===== src/rtl/ftc_pkg.sv =====
`timescale 1ns/1ps
package ftc_pkg;

  typedef enum logic [1:0] {
    FTC_NO_EFFECT = 2'b00,
    FTC_RECOVERED = 2'b01,
    FTC_FAILED    = 2'b10
  } ftc_status_e;

  // Verdict from "a mismatch was seen" and "the window rule was broken".
  function automatic ftc_status_e ftc_classify(input logic seen, input logic broken);
    if (!seen)  return FTC_NO_EFFECT;
    if (broken) return FTC_FAILED;
    return FTC_RECOVERED;
  endfunction

endpackage


===== src/rtl/ftc_verdict.sv =====
`timescale 1ns/1ps
module ftc_verdict
  import ftc_pkg::*;
#(
  parameter int WIN_W = 8
) (
  input  logic             clk_i,
  input  logic             rst_ni,
  input  logic             clear_i,
  input  logic             active_i,
  input  logic             mism_i,
  input  logic [WIN_W-1:0] window_i,
  output logic             first_o,
  output logic             late_o,
  output logic             seen_o,
  output logic             fail_o,
  output logic [1:0]       final_o
);
  localparam int AGE_W = WIN_W + 1;
  localparam logic [AGE_W-1:0] AGE_MAX = '1;

  logic             seen_q, fail_q;
  logic [AGE_W-1:0] age_q, age_now;
  logic             hit;

  // age_now is the distance in cycles from the first mismatch (0 on that cycle).
  assign hit     = active_i && mism_i;
  assign age_now = seen_q ? age_q : '0;
  assign first_o = hit && !seen_q;
  assign late_o  = hit && (age_now >= {1'b0, window_i});
  assign seen_o  = seen_q;
  assign fail_o  = fail_q;

  // Verdict valid on the last replay cycle; a mismatch there also fails.
  assign final_o = ftc_classify(seen_q || first_o, fail_q || late_o || hit);

  always_ff @(posedge clk_i) begin
    if (!rst_ni || clear_i) begin
      seen_q <= 1'b0;
      fail_q <= 1'b0;
      age_q  <= '0;
    end else if (active_i) begin
      if (first_o) begin
        seen_q <= 1'b1;
        age_q  <= AGE_W'(1);
      end else if (seen_q && age_q != AGE_MAX) begin
        age_q  <= age_q + AGE_W'(1);
      end
      if (late_o) fail_q <= 1'b1;
    end
  end
endmodule


===== config.mk =====
export PLATFORM = sky130hd
export DESIGN_NAME = ftc_verdict
export DESIGN_NICKNAME = d
export VERILOG_FILES = /design/src/rtl/ftc_pkg.sv /design/src/rtl/ftc_verdict.sv
export SDC_FILE = /design/constraint.sdc
export NUM_CORES = 1
export LEC_CHECK = 0
export BUFFER_PORTS_ARGS = -buffer_cell sky130_fd_sc_hd__buf_2
export CAP_MARGIN = 0
export CELL_PAD_IN_SITES_DETAIL_PLACEMENT = 1
export CELL_PAD_IN_SITES_GLOBAL_PLACEMENT = 2
export CORE_UTILIZATION = 29
export DETAILED_ROUTE_END_ITERATION = 16
export GPL_ROUTABILITY_DRIVEN = 0
export PLACE_DENSITY = 0.79
export REMOVE_ABC_BUFFERS = 1
export SLEW_MARGIN = 15
export SYNTH_ARGS = -nofsm -noshare
export SYNTH_HDL_FRONTEND = slang
export SYNTH_SLANG_ARGS = --single-unit

===== constraint.sdc =====
create_clock -name clk_i -period 2.2 [get_ports clk_i]
set_input_delay 0 -clock clk_i [delete_from_list [all_inputs] [get_ports clk_i]]
set_output_delay 0 -clock clk_i [all_outputs]
set_load 0.01 [all_outputs]

Word-level counts from Yosys, hierarchy flattened. Index checks and enable logic that the tools add are counted.

Add/subtract/negate cells: 1. Order comparisons: 1. Eq/ne operators: 1. Muxes and demuxes: 9. Reduce and logical (&&, ||, !) cells: 14.

Operators with widths (number): 9-bit two-way mux (3); 9-bit by 1-bit adder with 9-bit output (second input constant) (1); 9-bit by 8-bit >= comparator with 1-bit output (1); 9-bit inequality test (second input constant) (1); 2-bit two-way mux (4); 2-bit AND reduction (3); 1-bit logical AND (4); 1-bit logical OR (4); 1-bit zero test (2); 1-bit two-way mux (2); 2-bit nonzero test (1).

Bits in registers: 11. Bits of input ports: 13. Output and inout port bits: 6. Word-level logic and storage cells: 29.

Logic depth before layout (Yosys ltp).
Depth after elaboration: 9. Mapped depth: 8. Depth with buffers taken out: 8.

Least setup slack after synthesis. No wires, ideal clock.

Kind: register -> register. From: register age_q[0]. To: register age_q[0]. Setup time: 0.065 ns. Arrival: 1.693 ns. Required time: 2.135 ns. Path slack: 0.443 ns. Stages on the path, launching flop included: 9. Path buffers: 0. Clock period less this slack: 1.757 ns. Path through: dfxtp_1 > ha_1 > and2_1 > and3_1 > ha_1 > and2b_4 > o21ai_2 > mux2_2 > nor2_1.

Word-level cells in the longest chain between the ends: 4. Elaborated cells on any way between the ends: 7. Those cells by class: 1 x add/sub; 1 x eq/ne; 2 x mux; 3 x reduce/logical.

RTL lines: start, declared (RTL line ftc_verdict.sv:23) `logic [AGE_W-1:0] age_q, age_now;`; start signal, assigned (RTL line ftc_verdict.sv:47) `age_q <= age_q + AGE_W'(1);`; parallel branches: the longest is 4 deep, another holds 9-bit by 1-bit adder with 9-bit output.

Parallel ways; which one is timed is not known. The select of a mux whose other input is x is not followed. A chain may end at the register's enable or synchronous reset.

Final worst setup path. Same ends and word-level chain as after synthesis.

==> run metrics <==
outcome finished, final reports clean; CTS H-tree lvls 1; largest net degree at the start of global routing 11; fin crit share 0.866; final hold violations 0; worst hold path class primary input to flop; Synth Cell Area 801 sq um; Slew Limit Fails 0; synthesis-to-finish area growth 19.5%; hpwl dp about 1500 um; Die H 54.5 um; placed insts approximately 150; Hold-fix buffers, CTS 0; Clock Sink Count 11; Int Pwr 294 uW; Max Cap Viol 0; Iteration-0 DRC Markers 5; synth unique cells 27; Top Ports 19; DR vias/cell 4.96; Main synth FF type dfxtp_1; fin nets 145; row cnt 18; Avg WL per Cell 11.9 um; first-pass GRT wire length 3000 um; Async SR Flop Fraction 0; total track usage 0.143; max frequency 525 MHz; post-synth top area cell dfxtp_1; clock network power share 0.357; fin util 0.376; Worst-path clk slew approximately 70 ps; RSZ-0062 raised after global routing false; mean cell area of the mapped netlist roughly 8 sq um; sequential element share of the synthesized area 0.275; worst vdd ir ~0.00024 V; Cell Pwr Density around 410 nW/um^2; Initial Util 0.315; vias post-DR 749; Die ar. just under 3000 sq um; LEAKAGE 0.000471 uW; type of origin of the critical path flop; CTS Root Buffer Type clkbuf_4; PostCTS Resize Cnt 0; CTS tree yes; Worst-Skew Late Latency 270 ps; Synth Register Bits 11; CORE AREA 2540 sq um; TNS Setup 0 ps; YS warnings 0; cells after synthesis 100; Clock Skew 1.27 ps; Yosys top cell area share 0.275; switching share of power 0.259; most used standard cell by instance count after synthesis nor2_1; share of cells above drive strength 1 0.231; vias in the first global route 730; worst-margin pin slew 304 ps; post-CTS setup buffer count 0; DRC Markers 0; Post-synth EDFFs 0; most area-consuming cells after synthesis dfxtp_1, ha_1, and2_1; final WL 1790 um; n_diodes 0; drt first pass iters 4; Routed Antenna Nets 0; crit path capture type flop; Post-synth top cells nor2_1, dfxtp_1, ha_1, and2_1, inv_1; Final Setup Violations 0; Chip Width between 50 and 60 um; final std cells w/o fill 151; Sw Pwr about 100 uW; CTS max path bufs 2; Flop pwr share 0.508; CP max FO 7; Critical Path RT between 2000 and 2500 ps; post-layout min period 1900 ps; port bufs 18; Crit Path Class flop to flop; Comb pwr share 0.135; initial antenna violation count 0; Slew HR 0.796; cts bufs inserted 3; WP data arrival about 2100 ps; GRT Residual Overflow 0
power by group through the flow:
stage | clock, uW | combinational [uW] | sequential [uW]
global placement | 0 | 52.7 | 206
CTS | 148 | 54.4 | 201
floorplan | 0 | 26.8 | 208
detailed placement | 0 | 54.1 | 206
finish | 142 | 53.3 | 201
global route | 162 | 61.0 | 202
sequential cells by signal, indices dropped and copies added (netlist names):
signal  cells
seen_o      1
fail_o      1
age_q       9
metrics by stage:
| step | hold slack (ps) | setup slack [ps] | instance area, sq um | total power [uW] |
|---|---|---|---|---|
| floorplan | 129 | 442 | 788 | 234 |
| global placement | 289 | 376 | 931 | 259 |
| detailed placement | 292 | 316 | 931 | 260 |
| CTS | 7.13 | 282 | 957 | 404 |
| global route | 22.2 | 181 | 957 | 425 |
| finish | 12.6 | 296 | 957 | 396 |
final cells by class:
cell class / count / area [sq um]
Timing Repair Buffer: 20 / 105
Inverter: 8 / 30.0
Fill cell: 325 / 1590
Multi-Input combinational cell: 78 / 538
Clock buffer: 4 / 26.3
Tap cell: 30 / 37.5
Sequential cell: 11 / 220
cell families after synthesis:
kind of cell	Yosys count	synth area share
buffers and inverters	11	0.0531
AO/OA/AOI/OAI	20	0.169
multiplexers	1	0.0141
flip-flops	11	0.275
AND/OR/NAND/NOR	41	0.267
adder cells (fa/ha/maj)	10	0.156
XOR/XNOR	6	0.0656
metal layers:
layer	up-vias	global-route usage	wire length, um
met2	17	0.242	818
met5	-	0	0
li1	391	-	-
met4	0	0.0513	21
met3	4	0.0250	63
met1	337	0.179	885
final timing paths:
check	startpoint	to	slack (ps)	cells after the start
max reg2reg	age_q[0]	age_q[0]	300	8
min	mism_i	seen_o	10	3
min reg2reg	fail_o	fail_o	530	2
max	age_q[0]	age_q[0]	300	8
placed cells by master (no fill, tap or decap), types with 2 or more instances in the layout:
cell	instances
o211ai_1	2
ha_1	10
buf_4	2
clkbuf_4	3
inv_1	8
and2_1	9
nor2_1	13
and3_1	4
xor2_1	6
buf_2	18
o2111ai_1	4
a21oi_1	7
o21ai_1	2
nand2_1	7
dfxtp_1	11
a22oi_1	2
worst max-delay path, cell delays in order, from the launching register on:
cell and delay, ps:
dfxtp_1 340, ha_1 210, and2_1 190, and3_1 190, ha_1 190, and2b_4 290, o21ai_2 90, mux2_2 270
nor2_1 80
Note: power is estimated with default switching activity, not from simulation.
